===== src/rtl/ewc_pkg.sv =====
package ewc_pkg;
    typedef enum logic [1:0] {
        OP_NONE       = 2'b00,
        OP_SECT_ERASE = 2'b01,
        OP_SUSPEND    = 2'b10,
        OP_CHIP_ERASE = 2'b11
    } cmd_op_e;

    typedef enum logic [1:0] {
        ST_IDLE    = 2'b00,
        ST_COLLECT = 2'b01,
        ST_ERASE   = 2'b10
    } ewc_state_e;
endpackage


===== src/rtl/ewc_tick_timer.sv =====
module ewc_tick_timer #(
    parameter int LEN = 80,
    localparam int CW = $clog2(LEN + 1)
) (
    input  logic clk,
    input  logic rst,
    input  logic load,
    input  logic tick,
    output logic expire
);
    logic [CW-1:0] cnt_q;

    always_ff @(posedge clk) begin
        if (rst)
            cnt_q <= '0;
        else if (load)
            cnt_q <= CW'(LEN);
        else if (tick && cnt_q != '0)
            cnt_q <= cnt_q - 1'b1;
    end

    // The last tick of a running count.
    assign expire = tick && (cnt_q == CW'(1));
endmodule


===== src/rtl/ewc_sector_set.sv =====
module ewc_sector_set #(
    parameter int NUM_SECT = 8,
    localparam int IDX_W = $clog2(NUM_SECT)
) (
    input  logic                clk,
    input  logic                rst,
    input  logic                add,
    input  logic [IDX_W-1:0]    idx,
    input  logic                clr,
    output logic [NUM_SECT-1:0] mask
);
    for (genvar i = 0; i < NUM_SECT; i++) begin : g_bit
        always_ff @(posedge clk) begin
            if (rst || clr)
                mask[i] <= 1'b0;
            else if (add && idx == IDX_W'(i))
                mask[i] <= 1'b1;
        end
    end
endmodule


===== src/rtl/erase_window_ctrl.sv =====
module erase_window_ctrl #(
    parameter int NUM_SECT = 8,
    parameter int WIN_US   = 80,
    parameter int ERASE_US = 16,
    localparam int IDX_W   = $clog2(NUM_SECT)
) (
    input  logic                clk,
    input  logic                rst,
    input  logic                cmd_valid,
    input  logic [1:0]          cmd_op,
    input  logic [IDX_W-1:0]    cmd_sector,
    input  logic                us_tick,
    output logic                win_closed,
    output logic [NUM_SECT-1:0] pend_mask,
    output logic                erase_start,
    output logic                busy,
    output logic                susp_out
);
    import ewc_pkg::*;

    ewc_state_e state_q, state_d;
    cmd_op_e    op;
    logic       se_cmd, su_cmd;
    logic       win_load, win_exp;
    logic       ers_load, ers_exp;
    logic       mask_add, mask_clr;

    assign op     = cmd_op_e'(cmd_op);
    assign se_cmd = cmd_valid && (op == OP_SECT_ERASE);
    assign su_cmd = cmd_valid && (op == OP_SUSPEND);

    ewc_tick_timer #(.LEN(WIN_US)) u_win (
        .clk(clk), .rst(rst), .load(win_load), .tick(us_tick), .expire(win_exp)
    );

    ewc_tick_timer #(.LEN(ERASE_US)) u_ers (
        .clk(clk), .rst(rst), .load(ers_load), .tick(us_tick), .expire(ers_exp)
    );

    ewc_sector_set #(.NUM_SECT(NUM_SECT)) u_set (
        .clk(clk), .rst(rst), .add(mask_add), .idx(cmd_sector),
        .clr(mask_clr), .mask(pend_mask)
    );

    // Next-state and datapath control.
    always_comb begin
        state_d  = state_q;
        win_load = 1'b0;
        ers_load = 1'b0;
        mask_add = 1'b0;
        mask_clr = 1'b0;
        unique case (state_q)
            ST_IDLE: begin
                if (se_cmd) begin
                    state_d  = ST_COLLECT;
                    win_load = 1'b1;
                    mask_add = 1'b1;
                end
            end
            ST_COLLECT: begin
                if (se_cmd) begin
                    win_load = 1'b1;
                    mask_add = 1'b1;
                end else if (win_exp) begin
                    state_d  = ST_ERASE;
                    ers_load = 1'b1;
                end
            end
            ST_ERASE: begin
                if (ers_exp) begin
                    state_d  = ST_IDLE;
                    mask_clr = 1'b1;
                end
            end
            default: state_d = ST_IDLE;
        endcase
    end

    // State register.
    always_ff @(posedge clk) begin
        if (rst)
            state_q <= ST_IDLE;
        else
            state_q <= state_d;
    end

    // Registered outputs, decoded from the next state.
    always_ff @(posedge clk) begin
        if (rst) begin
            win_closed  <= 1'b0;
            busy        <= 1'b0;
            erase_start <= 1'b0;
            susp_out    <= 1'b0;
        end else begin
            win_closed  <= (state_d == ST_ERASE);
            busy        <= (state_d != ST_IDLE);
            erase_start <= ers_load;
            susp_out    <= (state_q == ST_ERASE) && su_cmd && !ers_exp;
        end
    end
endmodule


===== config.mk =====
export PLATFORM = sky130hd
export DESIGN_NAME = erase_window_ctrl
export DESIGN_NICKNAME = d
export VERILOG_FILES = /design/src/rtl/ewc_pkg.sv /design/src/rtl/ewc_tick_timer.sv /design/src/rtl/ewc_sector_set.sv /design/src/rtl/erase_window_ctrl.sv
export SDC_FILE = /design/constraint.sdc
export NUM_CORES = 1
export LEC_CHECK = 0
export BUFFER_PORTS_ARGS = -buffer_cell sky130_fd_sc_hd__buf_2
export CORE_MARGIN = 5
export CORE_UTILIZATION = 58
export CTS_CLUSTER_DIAMETER = 200
export CTS_CLUSTER_SIZE = 25
export DETAILED_ROUTE_END_ITERATION = 8
export PLACE_DENSITY = 0.94
export SLEW_MARGIN = 20
export SYNTH_ARGS = -nofsm -noshare
export SYNTH_HDL_FRONTEND = slang
export SYNTH_HIERARCHICAL = 1
export SYNTH_SLANG_ARGS = --single-unit

===== constraint.sdc =====
create_clock -name clk -period 2.9 [get_ports clk]
set_input_delay 0.58 -clock clk [delete_from_list [all_inputs] [get_ports clk]]
set_output_delay 0.58 -clock clk [all_outputs]
set_load 0.005 [all_outputs]

==> impl_metrics.toml <==
[final_layout]
diodes = 0
syn2layout_area_growth_pct = 14.66
num-nets-final = 168
layout-drive-gt1-share = 0.2941
fillers = 171

[power_and_ir_drop]
fin_total_pwr_mw = 1.318
vdd_drop_max_uv = 571.5
leakage_nw = 0.6059
power.density_nw_per_um2 = 898.3

[timing]
fin_skew_ns = 0.01733
worst_pin_slew_ns = 0.7605
hold_violations = 0
drv_slew = 0
clock.fmax_mhz = 423.4
setup_viol = 0
fin_crit_sh = 0.8144
timing.setup.tns_ns = 0
whs_ns = 0.4323
rsz0062_at_grt = "no"
slew_headroom = 0.4891
min_period_ns = 2.362

[cts]
postCtsSetupBuffers = 0
clk_path_buf_depth = 2
h-tree-depth = 1
insertion_delay_ns = 0.32
cts.sinks = 26
cts-root-buf = "clkbuf_4"
cts_resized = 0
hold_buffers = 0
path_clk_slew_ns = 0.15
cts_buffers = 3
cts_tree = "done"

[global_route]
grt_util_all_layers = 0.1707
overflow = 0
grt_first_pass_wirelength_um = 4464
grt_pass1_vias = 1083
grt_max_degree = 17
antenna_found_initial = 0

[floorplan]
fp.dieH_um = 56.98
row_count = 17
die_w_um = 56.98
core_um2 = 2148
dieArea_um2 = 3246
io_pins = 21
initial_core_util = 0.5958

[yosys]
syn_area_um2 = 1280
syn_inst = 129
postSynth.asyncResetShare = 0
yosys_warnings = 6
seq_area_frac_synth = 0.4066
synth_ff_type = "dfxtp_1"
synth_seq_cells = 26
synth_cell_type_count = 45
synth-edff-count = 0
synth_nets = 143
syn_area_per_cell_um2 = 9.922

[placement]
dp.final_hpwl_um = 1943
gp_congestion = 0.8330
portBuffers = 20

[route]
vias_per_cell = 6.105
via_count = 1105
top_layer = "met4"
drt_iter0_markers = 71
drt-pass1-iter-count = 5
wirelength_met1_um = 1137
route.met2.wl_um = 1356
wl_met3_um = 182
wirelength_um = 2713
routedWlPerCell_um = 14.99
drtAntennaViolNets = 0
drc_errors = 0

[outcome]
status = "complete, no violations"

[flow_run]
maxCapViolations = 0

[setup_path]
critPathCaptureType = "register"
critPathKind = "register to register"
cp-start-kind = "register"
critPathMaxFanout = 6
arrival_ns = 2.57
cp_data_required_time_ns = 3.11

[hold_path]
hold_path_class = "input port to register"
[path summary, 6_finish.rpt]
path	cells after the start	startpoint	end	slack, ns
setup / recovery	7	u_win/cnt_q[4]	u_ers/cnt_q[3]	0.54
hold / removal	2	cmd_op[0]	susp_out	0.43
setup reg to reg	7	u_win/cnt_q[4]	u_ers/cnt_q[3]	0.54
hold reg to reg	1	u_set/mask[5]	u_set/mask[5]	0.48
[registers in the layout, summed over array words and instances, names as in the netlist]
register	flops
u_set/mask	8
busy	1
u_win/cnt_q	7
state_q	2
win_closed	1
u_ers/cnt_q	5
susp_out	1
erase_start	1
[Yosys cell counts, types with 3 or more instances]
| cell | count | area share |
|---|---|---|
| ha_1 | 5 | 0.049 |
| a211oi_1 | 3 | 0.018 |
| inv_1 | 8 | 0.023 |
| nand2_1 | 11 | 0.032 |
| a21oi_1 | 5 | 0.020 |
| or4b_4 | 3 | 0.032 |
| o21a_1 | 7 | 0.041 |
| nor2_1 | 8 | 0.023 |
| and4bb_2 | 3 | 0.029 |
| nor3_1 | 5 | 0.020 |
| dfxtp_1 | 26 | 0.41 |
[kinds of logic after synthesis]
family / share of synthesized area
flip-flops: 0.4066
multiplexers: 0.01564
AO/OA/AOI/OAI: 0.1789
buffers and inverters: 0.02346
AND/OR/NAND/NOR: 0.3265
adder cells (fa/ha/maj): 0.04888
[area by class of cell]
cell class              instances  area [µm²]  share of cell area
clock buffers                   3       22.52             0.01535
clock inverters                 1       30.03             0.02046
inverters                       8       30.03             0.02046
multi-input cells              95       729.5              0.4970
flip-flops and latches         26       520.5              0.3546
well taps                      28       35.03             0.02387
repair buffers                 20       100.1             0.06820
[through the flow]
stage	util	cells	area [µm²]	worst slack [ns]
3_5_place_dp	0.6587	177	1415	0.5981
3_3_place_gp	0.6587	177	1415	0.7772
5_1_grt	0.6832	181	1468	0.4299
2_1_floorplan	-	129	1280	0.9787
6_report	0.6832	181	1468	0.5382
4_1_cts	0.6832	181	1468	0.6158
[metal layers]
layer,GRT usage,up-vias
met5,0,-
met4,0.08278,0
met3,0.03846,4
met2,0.3100,48
met1,0.1852,521
li1,-,532
[layout by cell type, fill, tap and decap left out, types with 2 or more instances in the layout]
cell,instances
a21oi_2,2
o21a_1,7
and4bb_2,3
o21ai_0,2
nand3_1,2
and4b_2,2
o31ai_1,2
mux2i_1,2
buf_2,20
a21oi_1,5
or3_1,2
inv_1,8
nor2_1,8
ha_1,5
a211oi_1,3
nor3_1,5
or2_2,2
clkbuf_4,3
or2b_1,2
nor4b_1,2
dfxtp_1,26
or4b_4,3
nand2_1,11
a211o_1,2
[critical path: stages, from the launching register on]
cell	delay, ns
dfxtp_1	0.37
nor3_1	0.52
and4_2	0.33
nand2_1	0.10
nor3_1	0.60
nor3_1	0.14
nand3_1	0.13
o41ai_1	0.07
[where the power goes]
group	leakage (nW)	switching (mW)	internal (mW)
registers	0.211	0.0916	0.431
logic	0.366	0.286	0.266
clock network	0.0279	0.104	0.140
total	0.606	0.482	0.836
No activity file was read; power rests on OpenSTA's default activity.
